[src/rtl/smbus_bytewise_host.sv]
module smbus_bytewise_host #(
  parameter int MAX_BLOCK = 32
) (
  input  logic       clk,
  input  logic       rst_n,
  input  logic       reg_we,
  input  logic [2:0] reg_addr,
  input  logic [7:0] reg_wdata,
  output logic [7:0] reg_rdata,
  output logic       bus_op_valid,
  output logic [2:0] bus_op,
  output logic [7:0] bus_wdata,
  output logic       bus_ack,
  input  logic       bus_op_done,
  input  logic [7:0] bus_rdata
);

  localparam logic [7:0] MAXB      = 8'(MAX_BLOCK);
  localparam logic [2:0] OP_START  = 3'd1;
  localparam logic [2:0] OP_RSTART = 3'd2;
  localparam logic [2:0] OP_WRITE  = 3'd3;
  localparam logic [2:0] OP_READ   = 3'd4;
  localparam logic [2:0] OP_STOP   = 3'd5;

  typedef enum logic [3:0] {
    ST_IDLE, ST_START, ST_WADDR, ST_CMD, ST_RSTART,
    ST_RADDR, ST_COUNT, ST_DATA, ST_HOLD, ST_STOP
  } st_t;

  st_t        state;
  logic [7:0] ctrl_q, cmd_q, addr_q, dat0_q, dat1_q, blk_q, left_q;
  logic       byte_done_q, cmpl_q, fin_q, mode_rd_q, mode_i2c_q;

  wire busy      = (state != ST_IDLE);
  wire wr_stat   = reg_we && reg_addr == 3'd0;
  wire wr_ctrl   = reg_we && reg_addr == 3'd1;
  wire enc_ok    = (reg_wdata[4:2] == 3'b101) || (reg_wdata[4:2] == 3'b110);
  wire start_go  = wr_ctrl && reg_wdata[6] && enc_ok && !busy;
  wire clr_bd    = wr_stat && reg_wdata[7] && byte_done_q;
  wire bad_count = (bus_rdata == 8'd0) || (bus_rdata > MAXB);

  always_ff @(posedge clk) begin
    if (!rst_n) begin
      state       <= ST_IDLE;
      ctrl_q      <= '0;
      cmd_q       <= '0;
      addr_q      <= '0;
      dat0_q      <= '0;
      dat1_q      <= '0;
      blk_q       <= '0;
      left_q      <= '0;
      byte_done_q <= 1'b0;
      cmpl_q      <= 1'b0;
      fin_q       <= 1'b0;
      mode_rd_q   <= 1'b0;
      mode_i2c_q  <= 1'b0;
    end else begin
      if (reg_we) begin
        case (reg_addr)
          3'd1: ctrl_q <= reg_wdata & 8'hBF;
          3'd2: cmd_q  <= reg_wdata;
          3'd3: addr_q <= reg_wdata;
          3'd4: dat0_q <= reg_wdata;
          3'd5: dat1_q <= reg_wdata;
          3'd6: blk_q  <= reg_wdata;
          default: ;
        endcase
      end
      if (wr_stat && reg_wdata[1]) cmpl_q <= 1'b0;

      case (state)
        ST_IDLE: if (start_go) begin
          state       <= ST_START;
          byte_done_q <= 1'b0;
          fin_q       <= 1'b0;
          mode_i2c_q  <= reg_wdata[3];
          mode_rd_q   <= reg_wdata[3] | addr_q[0];
        end
        ST_START:  if (bus_op_done) state <= ST_WADDR;
        ST_WADDR:  if (bus_op_done) state <= ST_CMD;
        ST_CMD:    if (bus_op_done) state <= mode_rd_q ? ST_RSTART : ST_COUNT;
        ST_RSTART: if (bus_op_done) state <= ST_RADDR;
        ST_RADDR:  if (bus_op_done) state <= mode_i2c_q ? ST_DATA : ST_COUNT;
        ST_COUNT: if (bus_op_done) begin
          if (mode_rd_q) begin
            dat0_q <= bus_rdata;
            if (bad_count) begin
              byte_done_q <= 1'b1;
              fin_q       <= 1'b1;
              state       <= ST_HOLD;
            end else begin
              state <= ST_DATA;
            end
          end else begin
            left_q <= dat0_q;
            state  <= (dat0_q == 8'd0) ? ST_STOP : ST_DATA;
          end
        end
        ST_DATA: if (bus_op_done) begin
          byte_done_q <= 1'b1;
          state       <= ST_HOLD;
          if (mode_rd_q) begin
            blk_q <= bus_rdata;
            fin_q <= ctrl_q[5];
          end else begin
            left_q <= left_q - 8'd1;
            fin_q  <= (left_q == 8'd1);
          end
        end
        ST_HOLD: if (clr_bd) begin
          byte_done_q <= 1'b0;
          state       <= fin_q ? ST_STOP : ST_DATA;
        end
        ST_STOP: if (bus_op_done) begin
          cmpl_q <= 1'b1;
          state  <= ST_IDLE;
        end
        default: state <= ST_IDLE;
      endcase
    end
  end

  always_comb begin
    bus_op_valid = 1'b1;
    bus_op       = OP_WRITE;
    bus_wdata    = 8'h00;
    case (state)
      ST_START:  bus_op = OP_START;
      ST_WADDR:  bus_wdata = {addr_q[7:1], 1'b0};
      ST_CMD:    bus_wdata = mode_i2c_q ? dat1_q : cmd_q;
      ST_RSTART: bus_op = OP_RSTART;
      ST_RADDR:  bus_wdata = {addr_q[7:1], 1'b1};
      ST_COUNT: begin
        bus_op    = mode_rd_q ? OP_READ : OP_WRITE;
        bus_wdata = dat0_q;
      end
      ST_DATA: begin
        bus_op    = mode_rd_q ? OP_READ : OP_WRITE;
        bus_wdata = blk_q;
      end
      ST_STOP: bus_op = OP_STOP;
      default: begin
        bus_op_valid = 1'b0;
        bus_op       = 3'd0;
      end
    endcase
  end

  assign bus_ack = !(state == ST_DATA && mode_rd_q && ctrl_q[5]);

  always_comb begin
    case (reg_addr)
      3'd0:    reg_rdata = {byte_done_q, 5'b0, cmpl_q, busy};
      3'd1:    reg_rdata = ctrl_q;
      3'd2:    reg_rdata = cmd_q;
      3'd3:    reg_rdata = addr_q;
      3'd4:    reg_rdata = dat0_q;
      3'd5:    reg_rdata = dat1_q;
      3'd6:    reg_rdata = blk_q;
      default: reg_rdata = 8'h00;
    endcase
  end

  a_r4_hold_bus: assert property (@(posedge clk) disable iff (!rst_n)
    byte_done_q |-> !bus_op_valid);

  a_r4_flag_only_busy: assert property (@(posedge clk) disable iff (!rst_n)
    byte_done_q |-> busy);

  a_r2_start_first: assert property (@(posedge clk) disable iff (!rst_n)
    $rose(busy) |-> (bus_op_valid && bus_op == OP_START));

  a_r2_no_restart: assert property (@(posedge clk) disable iff (!rst_n)
    (bus_op_valid && bus_op == OP_START && $past(busy)) |-> $past(bus_op == OP_START));

  a_r2_op_held: assert property (@(posedge clk) disable iff (!rst_n)
    (bus_op_valid && !bus_op_done) |=> (bus_op_valid && $stable(bus_op)));

  a_r7_nack_then_hold: assert property (@(posedge clk) disable iff (!rst_n)
    (bus_op_valid && bus_op == OP_READ && bus_op_done && !bus_ack) |=> (byte_done_q && !bus_op_valid));

  a_r9_idle_after_stop: assert property (@(posedge clk) disable iff (!rst_n)
    $fell(busy) |-> $past(bus_op_valid && bus_op == OP_STOP && bus_op_done));

  a_r9_complete_on_stop: assert property (@(posedge clk) disable iff (!rst_n)
    $fell(busy) |-> cmpl_q);

endmodule

[config.mk]
export PLATFORM = sky130hd
export DESIGN_NAME = smbus_bytewise_host
export DESIGN_NICKNAME = d
export VERILOG_FILES = /design/src/rtl/smbus_bytewise_host.sv
export SDC_FILE = /design/constraint.sdc
export NUM_CORES = 1
export LEC_CHECK = 0
export BUFFER_PORTS_ARGS = -buffer_cell sky130_fd_sc_hd__buf_2
export CAP_MARGIN = 20
export CORE_ASPECT_RATIO = 0.5
export CORE_MARGIN = 3
export CORE_UTILIZATION = 60
export CTS_CLUSTER_DIAMETER = 30
export DETAILED_ROUTE_END_ITERATION = 8
export PLACE_DENSITY = 0.8
export REMOVE_ABC_BUFFERS = 1
export SETUP_SLACK_MARGIN = 0.3
export SLEW_MARGIN = 5
export SYNTH_ARGS = -nofsm -noshare
export SYNTH_HDL_FRONTEND = slang
export SYNTH_SLANG_ARGS = --single-unit
[constraint.sdc]
create_clock -name clk -period 4.4 [get_ports clk]
set_input_delay 0.44 -clock clk [delete_from_list [all_inputs] [get_ports clk]]
set_output_delay 0.44 -clock clk [all_outputs]
set_load 0.005 [all_outputs]
==> reports/results.tsv <==
metric	value	unit
commonest non-fill, non-tap cell in the layout	nand2_1	
Max stage delay on crit path	1.04	ns
antenna violations before repair	0	
met2 Use GR	45.37	%
Num CTS Buffers	9	
prevailing post-synth register cell	dfxtp_1	
Place WS	1.811	ns
IO Port Bufs	43	
cts repair resizes	0	
Slowest-stage cell, CP	dfxtp_1	
Peak Freq	0.3396	GHz
Synth Warn #	0	
I/O pin count	44	
largest net degree at the start of global routing	35	
Remaining DRCs	0	
Detail Route Antenna Nets	0	
cell count after synthesis	501	
clk sinks	64	
Vias	3956	
CP arrival	2.50	ns
CTS tree	done	
crit-path max FO	25	
fin worst setup slack	1.455	ns
number of global-route vias before repair	3462	
worst-path cell chain	mux2i_1 > nor2_1 > nand2_1 > o221ai_1 > buf_2	
number of hold violations in the final report	0	
Routed Wire Length	11.63	mm
Static Leakage	1.568	nW
drt pass-1 iters	6	
number of synthesized flops with an enable pin	0	
Iter 0 DRT Violations	634	
Peak VDD IR	0.2455	mV
Syn-to-layout area delta	11.86	%
HPWL Detailed	7.789	mm
Max-Slew Margin vs Limit	26.69	%
FF+latch count, synth	64	
Design Power	1.451	mW
GRT Util Overall	30.76	%
RSZ-0062 raised after global routing	no	
global-route wire length before repair	18.34	mm
Die X-Extent	119.6	um
met1 Use GR	44.10	%
Root Buffer	clkbuf_16	
clk slew on worst S/H paths	0.05	ns
Clock Path Buffers	2	
most frequent cells in the layout	86 x nand2_1, 64 x dfxtp_1, 61 x a21oi_1, 46 x nor2_1, 43 x buf_2	
wire length per cell	19.06	um
Most Crowded Layer GR	met2	
Via-to-Cell Ratio	6.485	
Final setup violation count	0	
PwrDens	335.1	nW/um^2
final layout net count	546	
initial core utilization	66.22	%
Yosys cell types	63	
Worst Setup Path Type	flip-flop to primary output	
GRT Residual Overflow	0	
core area	5848	sq um
max-slew violation count	0	
post-synthesis instance area	3872	sq um
Total Die Area	7512	sq um
H-tree levels	3	
Crit path required time	3.96	ns
die height	62.81	um
Worst Skew	0.003817	ns
diode count	0	
global placement routability congestion	0.9370	
hold_buf cts	0	
slew at the pin closest to its max-slew limit	1.098	ns
row cnt	19	
Sum Neg Setup Slack	0	ns
setup bufs post-CTS	0	
Clock Latency Late Sink	0.33	ns
share of cells above drive strength 1	13.50	%
status	finished, final reports clean	
max cap viols	0	
fraction of registers with async set/reset	0	%
crit end category	primary output	
sequential share of the synthesized area	33.09	%
fin crit share	66.92	%
placed inst area	4046	sq um
Worst Setup Start Kind	flip-flop	
Avg Cell Area, Syn	7.729	sq um
grt met3 use	8.590	%
Period minus WS final	2.945	ns
Design Area, Final	4332	sq um
Hold Path Class	primary input to flip-flop	
[sequential cells by signal, indices dropped and copies added, names as in the netlist, 4 cells and up]
register and count:
addr_q 8, blk_q 8, cmd_q 8, ctrl_q 7, dat0_q 8, dat1_q 8
left_q 8, state 4
[per-layer routing]
layer	vias up	wire length [um]
li1	1856	-
met1	1869	5132
met2	214	5013
met3	17	1356
met4	0	124
met5	-	0
[worst max-delay path, delay by kind of cell (launching register included)]
kind / cells / cell delay, ns
AOI/OAI and AO/OA: 1 / 0.11
buffers and inverters: 1 / 0.17
DFF: 1 / 1.04
muxes: 1 / 0.18
and+or+nand+nor: 2 / 0.68
[path summary, 6_finish.rpt]
path,from,endpoint,slack [ns],cells after the start
hold reg to reg,ctrl_q[2],ctrl_q[2],0.46,2
setup reg to reg,state[0],blk_q[1],1.68,3
hold / removal,reg_wdata[0],addr_q[0],0.42,3
setup / recovery,state[0],bus_wdata[4],1.46,5
[where the power goes]
group | total [mW] | internal [mW] | switching [mW]
logic | 0.162 | 0.0619 | 0.100
clock network | 0.670 | 0.424 | 0.246
registers | 0.619 | 0.592 | 0.0274
[cells in the mapped netlist, drive strengths merged (2+ instances only)]
library cell  count  share of area, %
nand2            86               8.3
nor2             47               4.6
o21bai            2              0.39
a41oi             2              0.45
and3              4              0.65
nor4b             2              0.61
nand4             2              0.32
a22o              4              0.90
ha                2              0.65
buf              16               2.1
nor3b             2              0.39
a21oi            63               8.3
o32ai             2              0.45
inv               7              0.68
nor3              7               1.2
nand4b            2              0.45
nand3            14               1.9
o221ai            7               1.6
a211oi           16               3.1
mux2              6               1.7
and2              4              0.65
a311oi            2              0.45
a31oi             4              0.65
a32oi             2              0.45
nor4              3              0.65
or2               3              0.48
mux2i            39                10
o21a              2              0.39
a22oi             5              0.97
o21ai            22               2.8
nor2b             9               1.5
clkbuf           19               1.8
dfxtp            64                33
o2bb2ai           2              0.45
a221oi            4              0.90
nand2b            6              0.97
nand3b            3              0.58
[area by class of cell]
class	count	area [sq um]
tap	84	105.1
clock buffer	13	270.3
inverter	7	26.28
fill	497	1516
timing repair buffer	44	222.7
multi-input combinational	395	2411
clock inverter	3	15.01
sequential	64	1281
[metrics by stage]
stage	hold slack, ns	cells	util, %
2_1_floorplan	0.4322	466	-
3_3_place_gp	0.4431	594	69.19
3_5_place_dp	0.4499	594	69.19
4_1_cts	0.4078	610	74.07
5_1_grt	0.4243	610	74.07
6_report	0.4171	610	74.07
[logic make-up after synthesis]
family          Yosys count  synth area share, %
simple gates            199                24.46
mux                      46                12.41
compound gates          147                24.52
flops                    64                33.09
buf+inv                  42                4.653
xor+xnor                  1               0.2262
fa+ha+maj                 2               0.6461
Power figures use the tool's default switching activity.
